==> src/rtl/uart_pkg.sv <==
package uart_pkg;
  localparam int unsigned OSR = 8;
  localparam int unsigned TW  = $clog2(OSR);

  localparam logic [2:0] PAR_ODD   = 3'd4;
  localparam logic [2:0] PAR_MARK  = 3'd5;
  localparam logic [2:0] PAR_EVEN  = 3'd6;

  typedef struct packed {
    logic [1:0] wlen;
    logic       two_stop;
    logic [2:0] par;
  } frame_cfg_t;

  function automatic logic [3:0] data_bits(logic [1:0] wlen);
    return 4'd5 + {2'b00, wlen};
  endfunction

  function automatic logic [7:0] data_mask(logic [1:0] wlen);
    return 8'hFF >> (2'd3 - wlen);
  endfunction

  function automatic logic has_par(frame_cfg_t c);
    return c.par[2];
  endfunction

  function automatic logic par_value(logic [7:0] d, frame_cfg_t c);
    logic [7:0] m;
    m = d & data_mask(c.wlen);
    case (c.par)
      PAR_ODD:  return ~^m;
      PAR_EVEN: return ^m;
      PAR_MARK: return 1'b1;
      default:  return 1'b0;
    endcase
  endfunction

  function automatic logic [11:0] build_frame(logic [7:0] d, frame_cfg_t c);
    logic [11:0] f;
    logic [3:0]  w;
    f    = '1;
    f[0] = 1'b0;
    w    = data_bits(c.wlen);
    for (int i = 0; i < 8; i++) begin
      if (i < int'(w)) f[i+1] = d[i];
    end
    if (has_par(c)) f[w + 4'd1] = par_value(d, c);
    return f;
  endfunction

  function automatic logic [3:0] frame_len(frame_cfg_t c);
    return 4'd2 + data_bits(c.wlen) + {3'b000, has_par(c)} + {3'b000, c.two_stop};
  endfunction
endpackage

==> src/rtl/uart_fifo.sv <==
module uart_fifo #(
  parameter  int DEPTH = 16,
  parameter  int WIDTH = 8,
  localparam int AW    = $clog2(DEPTH),
  localparam int CW    = AW + 1
) (
  input  logic             clk,
  input  logic             rst_n,
  input  logic             push,
  input  logic [WIDTH-1:0] wdata,
  input  logic             pop,
  output logic [WIDTH-1:0] rdata,
  output logic [CW-1:0]    count,
  output logic             full,
  output logic             empty
);
  logic [WIDTH-1:0] mem [DEPTH];
  logic [AW-1:0]    wp_q, wp_n, rp_q, rp_n;
  logic [CW-1:0]    cnt_q, cnt_n;
  logic             push_ok, pop_ok;

  assign full    = (cnt_q == CW'(DEPTH));
  assign empty   = (cnt_q == '0);
  assign push_ok = push && !full;
  assign pop_ok  = pop && !empty;
  assign rdata   = mem[rp_q];
  assign count   = cnt_q;

  always_comb begin
    wp_n  = push_ok ? AW'(wp_q + 1'b1) : wp_q;
    rp_n  = pop_ok  ? AW'(rp_q + 1'b1) : rp_q;
    cnt_n = cnt_q + CW'(push_ok) - CW'(pop_ok);
  end

  always_ff @(posedge clk) begin
    if (push_ok) mem[wp_q] <= wdata;
  end

  always_ff @(posedge clk or negedge rst_n) begin
    if (!rst_n) begin
      wp_q  <= '0;
      rp_q  <= '0;
      cnt_q <= '0;
    end else begin
      wp_q  <= wp_n;
      rp_q  <= rp_n;
      cnt_q <= cnt_n;
    end
  end

  // occupancy never passes the depth
  a_r7_count_bound: assert property (@(posedge clk) disable iff (!rst_n)
    cnt_q <= CW'(DEPTH));
endmodule

==> src/rtl/uart_tx.sv <==
module uart_tx
  import uart_pkg::*;
(
  input  logic       clk,
  input  logic       rst_n,
  input  logic       en,
  input  logic       fc_en,
  input  logic       cts,
  input  frame_cfg_t cfg,
  input  logic       fifo_empty,
  input  logic [7:0] fifo_data,
  output logic       pop,
  output logic       busy,
  output logic       line
);
  logic          busy_q, busy_n;
  logic [11:0]   frm_q, frm_n;
  logic [3:0]    len_q, len_n, idx_q, idx_n;
  logic [TW-1:0] tick_q, tick_n;

  assign pop  = !busy_q && en && !fifo_empty && (!fc_en || cts);
  assign busy = busy_q;
  assign line = busy_q ? frm_q[0] : 1'b1;

  always_comb begin
    busy_n = busy_q;
    frm_n  = frm_q;
    len_n  = len_q;
    idx_n  = idx_q;
    tick_n = tick_q;
    if (pop) begin
      busy_n = 1'b1;
      frm_n  = build_frame(fifo_data, cfg);
      len_n  = frame_len(cfg);
      idx_n  = '0;
      tick_n = '0;
    end else if (busy_q) begin
      if (tick_q == TW'(OSR - 1)) begin
        tick_n = '0;
        if (idx_q == len_q - 4'd1) begin
          busy_n = 1'b0;
        end else begin
          frm_n = {1'b1, frm_q[11:1]};
          idx_n = idx_q + 4'd1;
        end
      end else begin
        tick_n = tick_q + 1'b1;
      end
    end
  end

  always_ff @(posedge clk or negedge rst_n) begin
    if (!rst_n) begin
      busy_q <= 1'b0;
      frm_q  <= '1;
      len_q  <= '0;
      idx_q  <= '0;
      tick_q <= '0;
    end else begin
      busy_q <= busy_n;
      frm_q  <= frm_n;
      len_q  <= len_n;
      idx_q  <= idx_n;
      tick_q <= tick_n;
    end
  end

  // an idle transmitter stays idle while flow control holds it off
  a_r9_cts_hold: assert property (@(posedge clk) disable iff (!rst_n)
    (!busy_q && fc_en && !cts) |=> !busy_q);
  // every frame opens with a low start bit
  a_r2_start_low: assert property (@(posedge clk) disable iff (!rst_n)
    $rose(busy_q) |-> (line == 1'b0));
endmodule

==> src/rtl/uart_rx.sv <==
module uart_rx
  import uart_pkg::*;
(
  input  logic       clk,
  input  logic       rst_n,
  input  logic       en,
  input  logic       rx_in,
  input  frame_cfg_t cfg,
  output logic       push,
  output logic [7:0] data,
  output logic       err
);
  typedef enum logic [1:0] {S_IDLE, S_START, S_BITS} rx_state_e;

  rx_state_e     st_q, st_n;
  logic          s1_q, s2_q;
  logic [TW-1:0] tick_q, tick_n;
  logic [3:0]    idx_q, idx_n, total, w;
  logic [15:0]   sh_q, sh_n;
  frame_cfg_t    cq_q, cq_n;
  logic          done_n, push_q, err_q, err_n;
  logic [7:0]    data_q, data_n;

  assign total = data_bits(cq_q.wlen) + {3'b000, has_par(cq_q)} + 4'd1;
  assign w     = data_bits(cq_q.wlen);
  assign push  = push_q;
  assign data  = data_q;
  assign err   = err_q;

  always_comb begin
    st_n   = st_q;
    tick_n = tick_q;
    idx_n  = idx_q;
    sh_n   = sh_q;
    cq_n   = cq_q;
    done_n = 1'b0;
    data_n = data_q;
    err_n  = err_q;
    case (st_q)
      S_IDLE: begin
        if (en && !s2_q) begin
          st_n   = S_START;
          tick_n = '0;
          cq_n   = cfg;
        end
      end
      S_START: begin
        if (tick_q == TW'(OSR / 2 - 1)) begin
          tick_n = '0;
          idx_n  = '0;
          st_n   = s2_q ? S_IDLE : S_BITS;
        end else begin
          tick_n = tick_q + 1'b1;
        end
      end
      default: begin
        if (tick_q == TW'(OSR - 1)) begin
          tick_n      = '0;
          sh_n[idx_q] = s2_q;
          if (idx_q == total - 4'd1) begin
            st_n   = S_IDLE;
            done_n = 1'b1;
            data_n = sh_n[7:0] & data_mask(cq_q.wlen);
            err_n  = !sh_n[w + {3'b000, has_par(cq_q)}] ||
                     (has_par(cq_q) && (sh_n[w] != par_value(data_n, cq_q)));
          end else begin
            idx_n = idx_q + 4'd1;
          end
        end else begin
          tick_n = tick_q + 1'b1;
        end
      end
    endcase
  end

  always_ff @(posedge clk or negedge rst_n) begin
    if (!rst_n) begin
      s1_q   <= 1'b1;
      s2_q   <= 1'b1;
      st_q   <= S_IDLE;
      tick_q <= '0;
      idx_q  <= '0;
      sh_q   <= '1;
      cq_q   <= '0;
      push_q <= 1'b0;
      data_q <= '0;
      err_q  <= 1'b0;
    end else begin
      s1_q   <= rx_in;
      s2_q   <= s1_q;
      st_q   <= st_n;
      tick_q <= tick_n;
      idx_q  <= idx_n;
      sh_q   <= sh_n;
      cq_q   <= cq_n;
      push_q <= done_n;
      data_q <= data_n;
      err_q  <= err_n;
    end
  end

  // each received frame produces a single push
  a_r5_single_push: assert property (@(posedge clk) disable iff (!rst_n)
    push_q |=> !push_q);
endmodule

==> src/rtl/mmio_uart.sv <==
module mmio_uart
  import uart_pkg::*;
#(
  parameter  int TX_DEPTH = 16,
  parameter  int RX_DEPTH = 16,
  localparam int TCW      = $clog2(TX_DEPTH) + 1,
  localparam int RCW      = $clog2(RX_DEPTH) + 1
) (
  input  logic        clk,
  input  logic        rst_n,
  input  logic        bus_sel,
  input  logic        bus_wr,
  input  logic [3:0]  bus_addr,
  input  logic [31:0] bus_wdata,
  output logic [31:0] bus_rdata,
  output logic        txd,
  input  logic        rxd,
  input  logic        cts_in,
  output logic        rts_out,
  output logic        irq
);
  localparam logic [3:0]  OFF_CTL = 4'h0, OFF_RXD = 4'h4, OFF_TXD = 4'h8, OFF_STS = 4'hC;
  localparam logic [31:0] CTL_MASK = 32'h001C_9077;

  logic [31:0]    ctl_q, ctl_n;
  logic           rip_q, tip_q, ovr_q, txe_q, ferr_q;
  logic           rip_n, tip_n, ovr_n, txe_n, ferr_n;
  logic           cts1_q, cts2_q;
  logic           wr_ctl, wr_tx, wr_st, rd_rx;
  frame_cfg_t     cfg;
  logic           tx_pop, tx_busy, tx_full, tx_empty, tx_line;
  logic [7:0]     tx_head, rx_head, rx_byte;
  logic [TCW-1:0] tx_cnt;
  logic [RCW-1:0] rx_cnt;
  logic           rx_push, rx_err, rx_full, rx_empty, ovr_set;
  logic           loop_en;

  assign wr_ctl  = bus_sel && bus_wr && (bus_addr == OFF_CTL);
  assign wr_tx   = bus_sel && bus_wr && (bus_addr == OFF_TXD);
  assign wr_st   = bus_sel && bus_wr && (bus_addr == OFF_STS);
  assign rd_rx   = bus_sel && !bus_wr && (bus_addr == OFF_RXD);
  assign cfg     = {ctl_q[1:0], ctl_q[2], ctl_q[6:4]};
  assign loop_en = ctl_q[20];
  assign ovr_set = rx_push && rx_full;

  uart_fifo #(.DEPTH(TX_DEPTH), .WIDTH(8)) u_txq (
    .clk, .rst_n, .push(wr_tx), .wdata(bus_wdata[7:0]), .pop(tx_pop),
    .rdata(tx_head), .count(tx_cnt), .full(tx_full), .empty(tx_empty));

  uart_tx u_tx (
    .clk, .rst_n, .en(ctl_q[15]), .fc_en(ctl_q[12]), .cts(cts2_q), .cfg,
    .fifo_empty(tx_empty), .fifo_data(tx_head), .pop(tx_pop), .busy(tx_busy),
    .line(tx_line));

  uart_rx u_rx (
    .clk, .rst_n, .en(ctl_q[15]), .rx_in(loop_en ? tx_line : rxd), .cfg,
    .push(rx_push), .data(rx_byte), .err(rx_err));

  uart_fifo #(.DEPTH(RX_DEPTH), .WIDTH(8)) u_rxq (
    .clk, .rst_n, .push(rx_push), .wdata(rx_byte), .pop(rd_rx),
    .rdata(rx_head), .count(rx_cnt), .full(rx_full), .empty(rx_empty));

  assign txd     = loop_en ? 1'b1 : tx_line;
  assign rts_out = !ctl_q[12] || ((RCW'(RX_DEPTH) - rx_cnt) > RCW'(2));
  assign irq     = (rip_q && ctl_q[18]) || (tip_q && ctl_q[19]);

  always_comb begin
    ctl_n  = wr_ctl ? (bus_wdata & CTL_MASK) : ctl_q;
    rip_n  = (rip_q  && !(wr_st && bus_wdata[0])) || !rx_empty;
    tip_n  = (tip_q  && !(wr_st && bus_wdata[1])) || (tx_cnt < TCW'(TX_DEPTH / 2));
    ovr_n  = (ovr_q  && !(wr_st && bus_wdata[2])) || ovr_set;
    txe_n  = (txe_q  && !(wr_st && bus_wdata[3])) || (wr_tx && tx_full);
    ferr_n = (ferr_q && !(wr_st && bus_wdata[4])) || (rx_push && rx_err);
  end

  always_comb begin
    case (bus_addr)
      OFF_CTL: bus_rdata = ctl_q;
      OFF_RXD: bus_rdata = {24'd0, rx_head};
      OFF_STS: bus_rdata = {15'd0, 6'(tx_cnt), tx_empty && !tx_busy, 1'b0, rts_out,
                            cts2_q, tx_full, rx_empty, ferr_q, txe_q, ovr_q, tip_q, rip_q};
      default: bus_rdata = '0;
    endcase
  end

  always_ff @(posedge clk or negedge rst_n) begin
    if (!rst_n) begin
      ctl_q  <= '0;
      rip_q  <= 1'b0;
      tip_q  <= 1'b0;
      ovr_q  <= 1'b0;
      txe_q  <= 1'b0;
      ferr_q <= 1'b0;
      cts1_q <= 1'b0;
      cts2_q <= 1'b0;
    end else begin
      ctl_q  <= ctl_n;
      rip_q  <= rip_n;
      tip_q  <= tip_n;
      ovr_q  <= ovr_n;
      txe_q  <= txe_n;
      ferr_q <= ferr_n;
      cts1_q <= cts_in;
      cts2_q <= cts1_q;
    end
  end

  // a write of one clears the overrun flag when no new overrun arrives
  a_r6_w1c_overrun: assert property (@(posedge clk) disable iff (!rst_n)
    (wr_st && bus_wdata[2] && !ovr_set) |=> !ovr_q);
endmodule

==> config.mk <==
export PLATFORM = sky130hd
export DESIGN_NAME = mmio_uart
export DESIGN_NICKNAME = d
export VERILOG_FILES = /design/src/rtl/uart_pkg.sv /design/src/rtl/uart_fifo.sv /design/src/rtl/uart_tx.sv /design/src/rtl/uart_rx.sv /design/src/rtl/mmio_uart.sv
export SDC_FILE = /design/constraint.sdc
export NUM_CORES = 1
export LEC_CHECK = 0
export BUFFER_PORTS_ARGS = -buffer_cell sky130_fd_sc_hd__clkbuf_2
export CAP_MARGIN = 20
export CORE_MARGIN = 1
export CORE_UTILIZATION = 54
export CTS_CLUSTER_DIAMETER = 30
export DETAILED_ROUTE_END_ITERATION = 7
export PLACE_DENSITY_LB_ADDON = 0.15
export SLEW_MARGIN = 20
export SYNTH_ARGS = -nofsm -noshare
export SYNTH_HDL_FRONTEND = slang
export SYNTH_HIERARCHICAL = 1
export SYNTH_SLANG_ARGS = --single-unit
==> constraint.sdc <==
create_clock -name clk -period 4.3 [get_ports clk]
set_clock_uncertainty 0.2 [all_clocks]
set_input_delay 0.215 -clock clk [delete_from_list [all_inputs] [get_ports clk]]
set_output_delay 0.215 -clock clk [all_outputs]
set_load 0.05 [all_outputs]
==> impl_metrics.env, run 1 <==
export IMPL_postCtsHoldBufs=17
export IMPL_switchingPower_mw=3.88
export IMPL_synth_edff_count=256
export IMPL_slowest_stage="nor2b_1"
export IMPL_grt_util_all_layers=0.233
export IMPL_rrSetupSlack_ps=600
export IMPL_fin_crit_sh=0.860
export IMPL_synthCells=1129
export IMPL_vias_per_cell=5.67
export IMPL_yosys_top_cells_area="edfxtp_1 (46%), dfrtp_1 (12%), mux2i_1 (5.0%), mux4_2 (4.4%), dfstp_2 (4.1%)"
export IMPL_crit_path_frequent_cell="mux2i_1"
export IMPL_place_hpwl_mm=22.6
export IMPL_grt_max_degree=73
export IMPL_finalCoreUtilization=0.654
export IMPL_max_cap_viol_count=0
export IMPL_fin_cells=1690
export IMPL_setup_viol=0
export IMPL_p_int_mw=9.19
export IMPL_die_w_um=178
export IMPL_cts_root_buf="clkbuf_16"
export IMPL_status="complete, no violations"
export IMPL_rows=64
export IMPL_async_reset_ff_frac=0.293
export IMPL_yosys_area_top_type="edfxtp_1"
export IMPL_final_hold_viol_count=0
export IMPL_dr_total_vias=9574
export IMPL_grt_pass1_wl_mm=54.9
export IMPL_worstSetupEndpointType="register"
export IMPL_drv_slew=0
export IMPL_seq_power_share=0.344
export IMPL_ys_top_cells_by_count="edfxtp_1 (256), mux2i_1 (84), dfrtp_1 (80), nand2_1 (72), inv_1 (53)"
export IMPL_clockPowerShare=0.442
export IMPL_cts_made_buffers=74
export IMPL_antenna_cells=0
export IMPL_worstMarginPinSlew_ps=967
export IMPL_fillers=2201
export IMPL_synth_most_common_cell="edfxtp_1"
export IMPL_pwr_density_cell_nw_per_um2=653
export IMPL_slew_headroom=0.355
export IMPL_path_class="register to register"
export IMPL_gp_congestion=0.803
export IMPL_p_total_mw=13.1
export IMPL_syn_cell_area_sq_um=16800
export IMPL_final_area_sq_um=20000
export IMPL_crit_family="simple AND/OR/NAND/NOR gates"
export IMPL_area_growth_syn_to_layout_pct=19.4
export IMPL_firstDrtPassIters=6
export IMPL_clock_sinks=362
export IMPL_setup_slack_ps=601
export IMPL_required_ps=4560
export IMPL_power_leakage_nw=7.60
export IMPL_ir_drop_uv=398
export IMPL_synth_cell_types=78
export IMPL_max_freq_mhz=270
export IMPL_wirelength_mm=35.4
export IMPL_synthFlopType="edfxtp_1"
export IMPL_path_clk_slew_ps=50
export IMPL_ys_ff_latch=362
export IMPL_cts_setup_buffers=0
export IMPL_wire_per_inst_um=21.0
export IMPL_seq_area_frac_synth=0.619
export IMPL_whs_ps=0.531
export IMPL_finalCriticalPeriod_ps=3700
export IMPL_hold_class="input pin to register"
export IMPL_cts_path_max_buffers=3
export IMPL_synth_top_area_share=0.459
export IMPL_grt_pass1_vias=9827
export IMPL_antenna_found_initial=0
export IMPL_coreArea_sq_um=30600
export IMPL_syn_area_per_cell_sq_um=14.8
export IMPL_yosys_warnings=6
export IMPL_initial_core_util=0.548
export IMPL_dpl_worst_slack_ps=654
export IMPL_die_h_um=178
export IMPL_cts_resized=0
export IMPL_placed_area_sq_um=17200
export IMPL_arrival_ps=3960
export IMPL_antenna_left=0
export IMPL_cp_start_kind="register"
export IMPL_tns_ps=0
export IMPL_drc=0
export IMPL_place_inst=1536
export IMPL_critPathMaxFanout=11
export IMPL_layout_nets=1326
export IMPL_io_buffer_count=43
export IMPL_cts_tree="done"
export IMPL_rsz0062_at_grt="false"
export IMPL_drt_iter0_markers=696
export IMPL_gr_total_overflow=0
export IMPL_drive_gt1_frac=0.257
export IMPL_switching_share=0.297
export IMPL_h_tree_depth=3
export IMPL_die_area_sq_um=31700
export IMPL_crit_buf_inv=0
export IMPL_cpPeakStageDelay_ps=710
export IMPL_insertion_delay_ps=580
export IMPL_pwr_share_comb=0.215
export IMPL_cp_cell_sequence="nor2b_1 > a221oi_1 > a22oi_1 > nand2_1 > xor2_1 > xnor2_1 > nor2_1 > mux2i_1 > mux2i_1 > a41oi_1"
export IMPL_ios=77
registers in the layout (all words and copies together), names as in the netlist, 5 cells and up:
signal,cells
u_rx/cq_q,5
u_tx/frm_q,12
u_txq/mem,128
ctl_q,11
u_txq/count,5
u_rx/sh_q,12
u_rx/data,8
u_rxq/count,5
u_rxq/mem,128
cell type report:
cell class,count,area [sq um],share of cell area
Clock buffer,88,1980,0.0987
Sequential cell,362,10400,0.518
Clock inverter,49,639,0.0319
Inverter,56,210,0.0105
Tap cell,396,495,0.0248
Multi-Input combinational cell,651,5680,0.284
Timing Repair Buffer,88,636,0.0318
placed cells by master, fill, tap and decap left out, types with 19 or more instances in the layout:
cell and n:
ha_1 47, buf_4 26, xnor2_1 28, o21ai_0 44, a221oi_2 19, dfstp_2 26, clkbuf_16 75, mux2i_1 84
dfrtp_1 78, edfxtp_1 256, mux4_2 33, and2_1 24, nor2_1 40, nand2_1 72, inv_1 53, mux2_2 25
clkbuf_2 42
worst reg2reg max path: cells and delay by family, from the launching register on:
family / cells / cell delay, ps
compound gates: 3 / 760
simple gates: 3 / 950
flops: 1 / 510
xor+xnor: 2 / 500
mux: 2 / 700
power by group through the flow:
stage	registers (mW)	logic [mW]	clock network (mW)
final	4.49	2.81	5.77
after CTS	4.49	2.83	5.87
after global routing	4.54	3.09	6.03
after detailed placement	4.55	2.80	0
after floorplan	4.31	2.43	0
after global placement	4.54	2.75	0
path summary, 6_finish.rpt:
path	start	endpoint	cells past startpoint
worst max-delay path	u_txq/rp_q[2]	u_tx/frm_q[10]	10
worst min-delay path	bus_wdata[0]	u_txq/mem[8][0]	1
worst max register to register	u_txq/rp_q[2]	u_tx/frm_q[10]	10
worst min register to register	cts1_q	cts2_q	0
max in group asynchronous	rst_n	u_rx/sh_q[10]	3
min in group asynchronous	rst_n	u_tx/busy	2
layer usage:
metal  GRT usage  part of all wire  vias up
met3      0.0467             0.047       84
met4       0.111             0.037        0
met2       0.387              0.50      253
li1            -                 -     4465
met1       0.292              0.42     4772
met5           0                 0        -
logic make-up after synthesis:
group	share of synthesized area
flops	0.619
compound gates	0.0759
buf+inv	0.0456
xor+xnor	0.0264
fa+ha+maj	0.0399
other cells	0.000224
simple gates	0.0782
mux	0.115
(Power assumes the default switching activity.)
==> inputs of run 2 (changes only) <==
- clock period: 4.3 -> 4.4 ns (I/O delays scaled with it)
==> run 2 against run 1 <==
Fmax grew 2.1%. First-iteration DRC count rose by 31%. Non-clock buffer count is 1 lower. Flip-flop and latch count unchanged. Critical path depth is the same. Setup slack improved by 180 ps.
==> impl_metrics.env, run 2 (synthesis gave the netlist of run 1 again) <==
export IMPL_power_leakage_nw=7.51
export IMPL_final_hold_viol_count=0
export IMPL_initial_core_util=0.548
export IMPL_cts_setup_buffers=0
export IMPL_drv_slew=0
export IMPL_finalCoreUtilization=0.647
export IMPL_grt_pass1_vias=9592
export IMPL_tns_ps=0
export IMPL_antenna_found_initial=0
export IMPL_dr_total_vias=9593
export IMPL_drive_gt1_frac=0.248
export IMPL_slowest_stage="a221oi_1"
export IMPL_wire_per_inst_um=20.8
export IMPL_ios=77
export IMPL_firstDrtPassIters=6
export IMPL_fin_crit_sh=0.823
export IMPL_cts_path_max_buffers=3
export IMPL_clock_sinks=362
export IMPL_grt_max_degree=70
export IMPL_hold_class="input pin to register"
export IMPL_antenna_cells=0
export IMPL_slew_headroom=0.303
export IMPL_final_common_cell="edfxtp_1"
export IMPL_worstSetupEndpointType="register"
export IMPL_insertion_delay_ps=560
export IMPL_cts_resized=0
export IMPL_whs_ps=8.06
export IMPL_arrival_ps=3860
export IMPL_reg_top3="u_rxq/mem x128, u_txq/mem x128"
export IMPL_gp_congestion=0.799
export IMPL_path_clk_slew_ps=50
export IMPL_crit_path_frequent_cell="mux2i_1"
export IMPL_cp_start_kind="register"
export IMPL_required_ps=4640
export IMPL_antenna_left=0
export IMPL_die_area_sq_um=31700
export IMPL_layout_nets=1323
export IMPL_status="complete, no violations"
export IMPL_setup_viol=0
export IMPL_die_w_um=178
export IMPL_critPathMaxFanout=13
export IMPL_cts_root_buf="clkbuf_16"
export IMPL_ir_drop_uv=433
export IMPL_vias_per_cell=5.70
export IMPL_max_cap_viol_count=0
export IMPL_drt_iter0_markers=912
export IMPL_place_hpwl_mm=22.0
export IMPL_setup_slack_ps=777
export IMPL_final_area_sq_um=19800
export IMPL_dpl_worst_slack_ps=888
export IMPL_h_tree_depth=3
export IMPL_rsz0062_at_grt="false"
export IMPL_finalCriticalPeriod_ps=3620
export IMPL_cts_made_buffers=72
export IMPL_cp_cell_sequence="and2_1 > a221oi_1 > a22oi_1 > nand2_1 > xor2_1 > xnor2_1 > nor2b_1 > mux2i_1 > mux2i_1 > a41oi_1"
export IMPL_gr_total_overflow=0
export IMPL_final_cell_mix="edfxtp_1 (256), mux2i_1 (84), dfrtp_1 (78)"
export IMPL_coreArea_sq_um=30600
export IMPL_io_buffer_count=43
export IMPL_grt_util_all_layers=0.230
export IMPL_grt_pass1_wl_mm=54.2
export IMPL_placed_area_sq_um=17200
export IMPL_die_h_um=178
export IMPL_rows=64
export IMPL_cts_tree="done"
export IMPL_max_freq_mhz=276
export IMPL_worstMarginPinSlew_ps=1040
export IMPL_cpPeakStageDelay_ps=580
export IMPL_pwr_density_cell_nw_per_um2=631
export IMPL_area_growth_syn_to_layout_pct=18.2
export IMPL_path_class="register to register"
export IMPL_drc=0
export IMPL_wirelength_mm=35.0
[run 2: cell types whose count changed in the layout (fill, tap and decap cells not counted), moves of 2 or more]
cell,previous run,this run
buf_12,3,1
buf_4,26,28
clkbuf_1,8,12
clkinv_1,4,6
clkinv_16,4,0
clkinv_2,13,9
inv_8,3,0
[run 2: timing repair]
action | in CTS | in global routing
setup endpoints to repair | 0 | 0
hold endpoints to repair | 118 | 0
hold buffers | 16 | 0
[run 2: metrics by stage]
| stage | std cells | total power [mW] |
|---|---|---|
| floorplan | 1142 | 6.59 |
| global placement | 1536 | 7.10 |
| detailed placement | 1536 | 7.15 |
| CTS | 1682 | 12.6 |
| global route | 1682 | 13.1 |
| finish | 1682 | 12.5 |
[run 2: final timing paths]
path / start / end / slack [ps] / depth (start not counted)
setup / recovery: u_txq/rp_q[2] / u_tx/frm_q[10] / 780 / 10
hold / removal: bus_wdata[1] / u_txq/mem[1][1] / 8 / 1
setup reg to reg: u_txq/rp_q[2] / u_tx/frm_q[10] / 780 / 10
hold reg to reg: u_rx/s1_q / u_rx/s2_q / 160 / 0
max in group asynchronous: rst_n / u_rx/sh_q[11] / 2740 / 3
min in group asynchronous: rst_n / u_tx/busy / 160 / 2
[run 2: worst max-delay path: cells and delay by family, from the launching register on]
family,cells,cell delay (ps)
AND/OR/NAND/NOR,3,780
flip-flops,1,500
multiplexers,2,720
XOR/XNOR,2,390
AO/OA/AOI/OAI,3,920
[run 2: routing by layer]
layer	global-route usage	share of wire	up-vias	routed length (um)
li1	-	-	4467	-
met1	0.299	0.43	4802	14900
met2	0.389	0.50	262	17600
met4	0.0844	0.027	0	928
met3	0.0382	0.042	62	1470
met5	0	0	-	0
[run 2: layout make-up]
cell class	count	area, sq um
Tap cell	396	495
Inverter	56	210
Clock buffer	92	1990
Multi-Input combinational cell	651	5680
Clock inverter	38	449
Timing Repair Buffer	87	601
Sequential cell	362	10400
Fill cell	2222	10800
[run 2: power by group]
part	total [mW]	leakage, nW	switching [mW]	internal (mW)
Sequential	4.33	3.46	0.354	3.98
Combinational	2.79	2.87	1.55	1.24
Clock	5.38	1.18	1.72	3.67
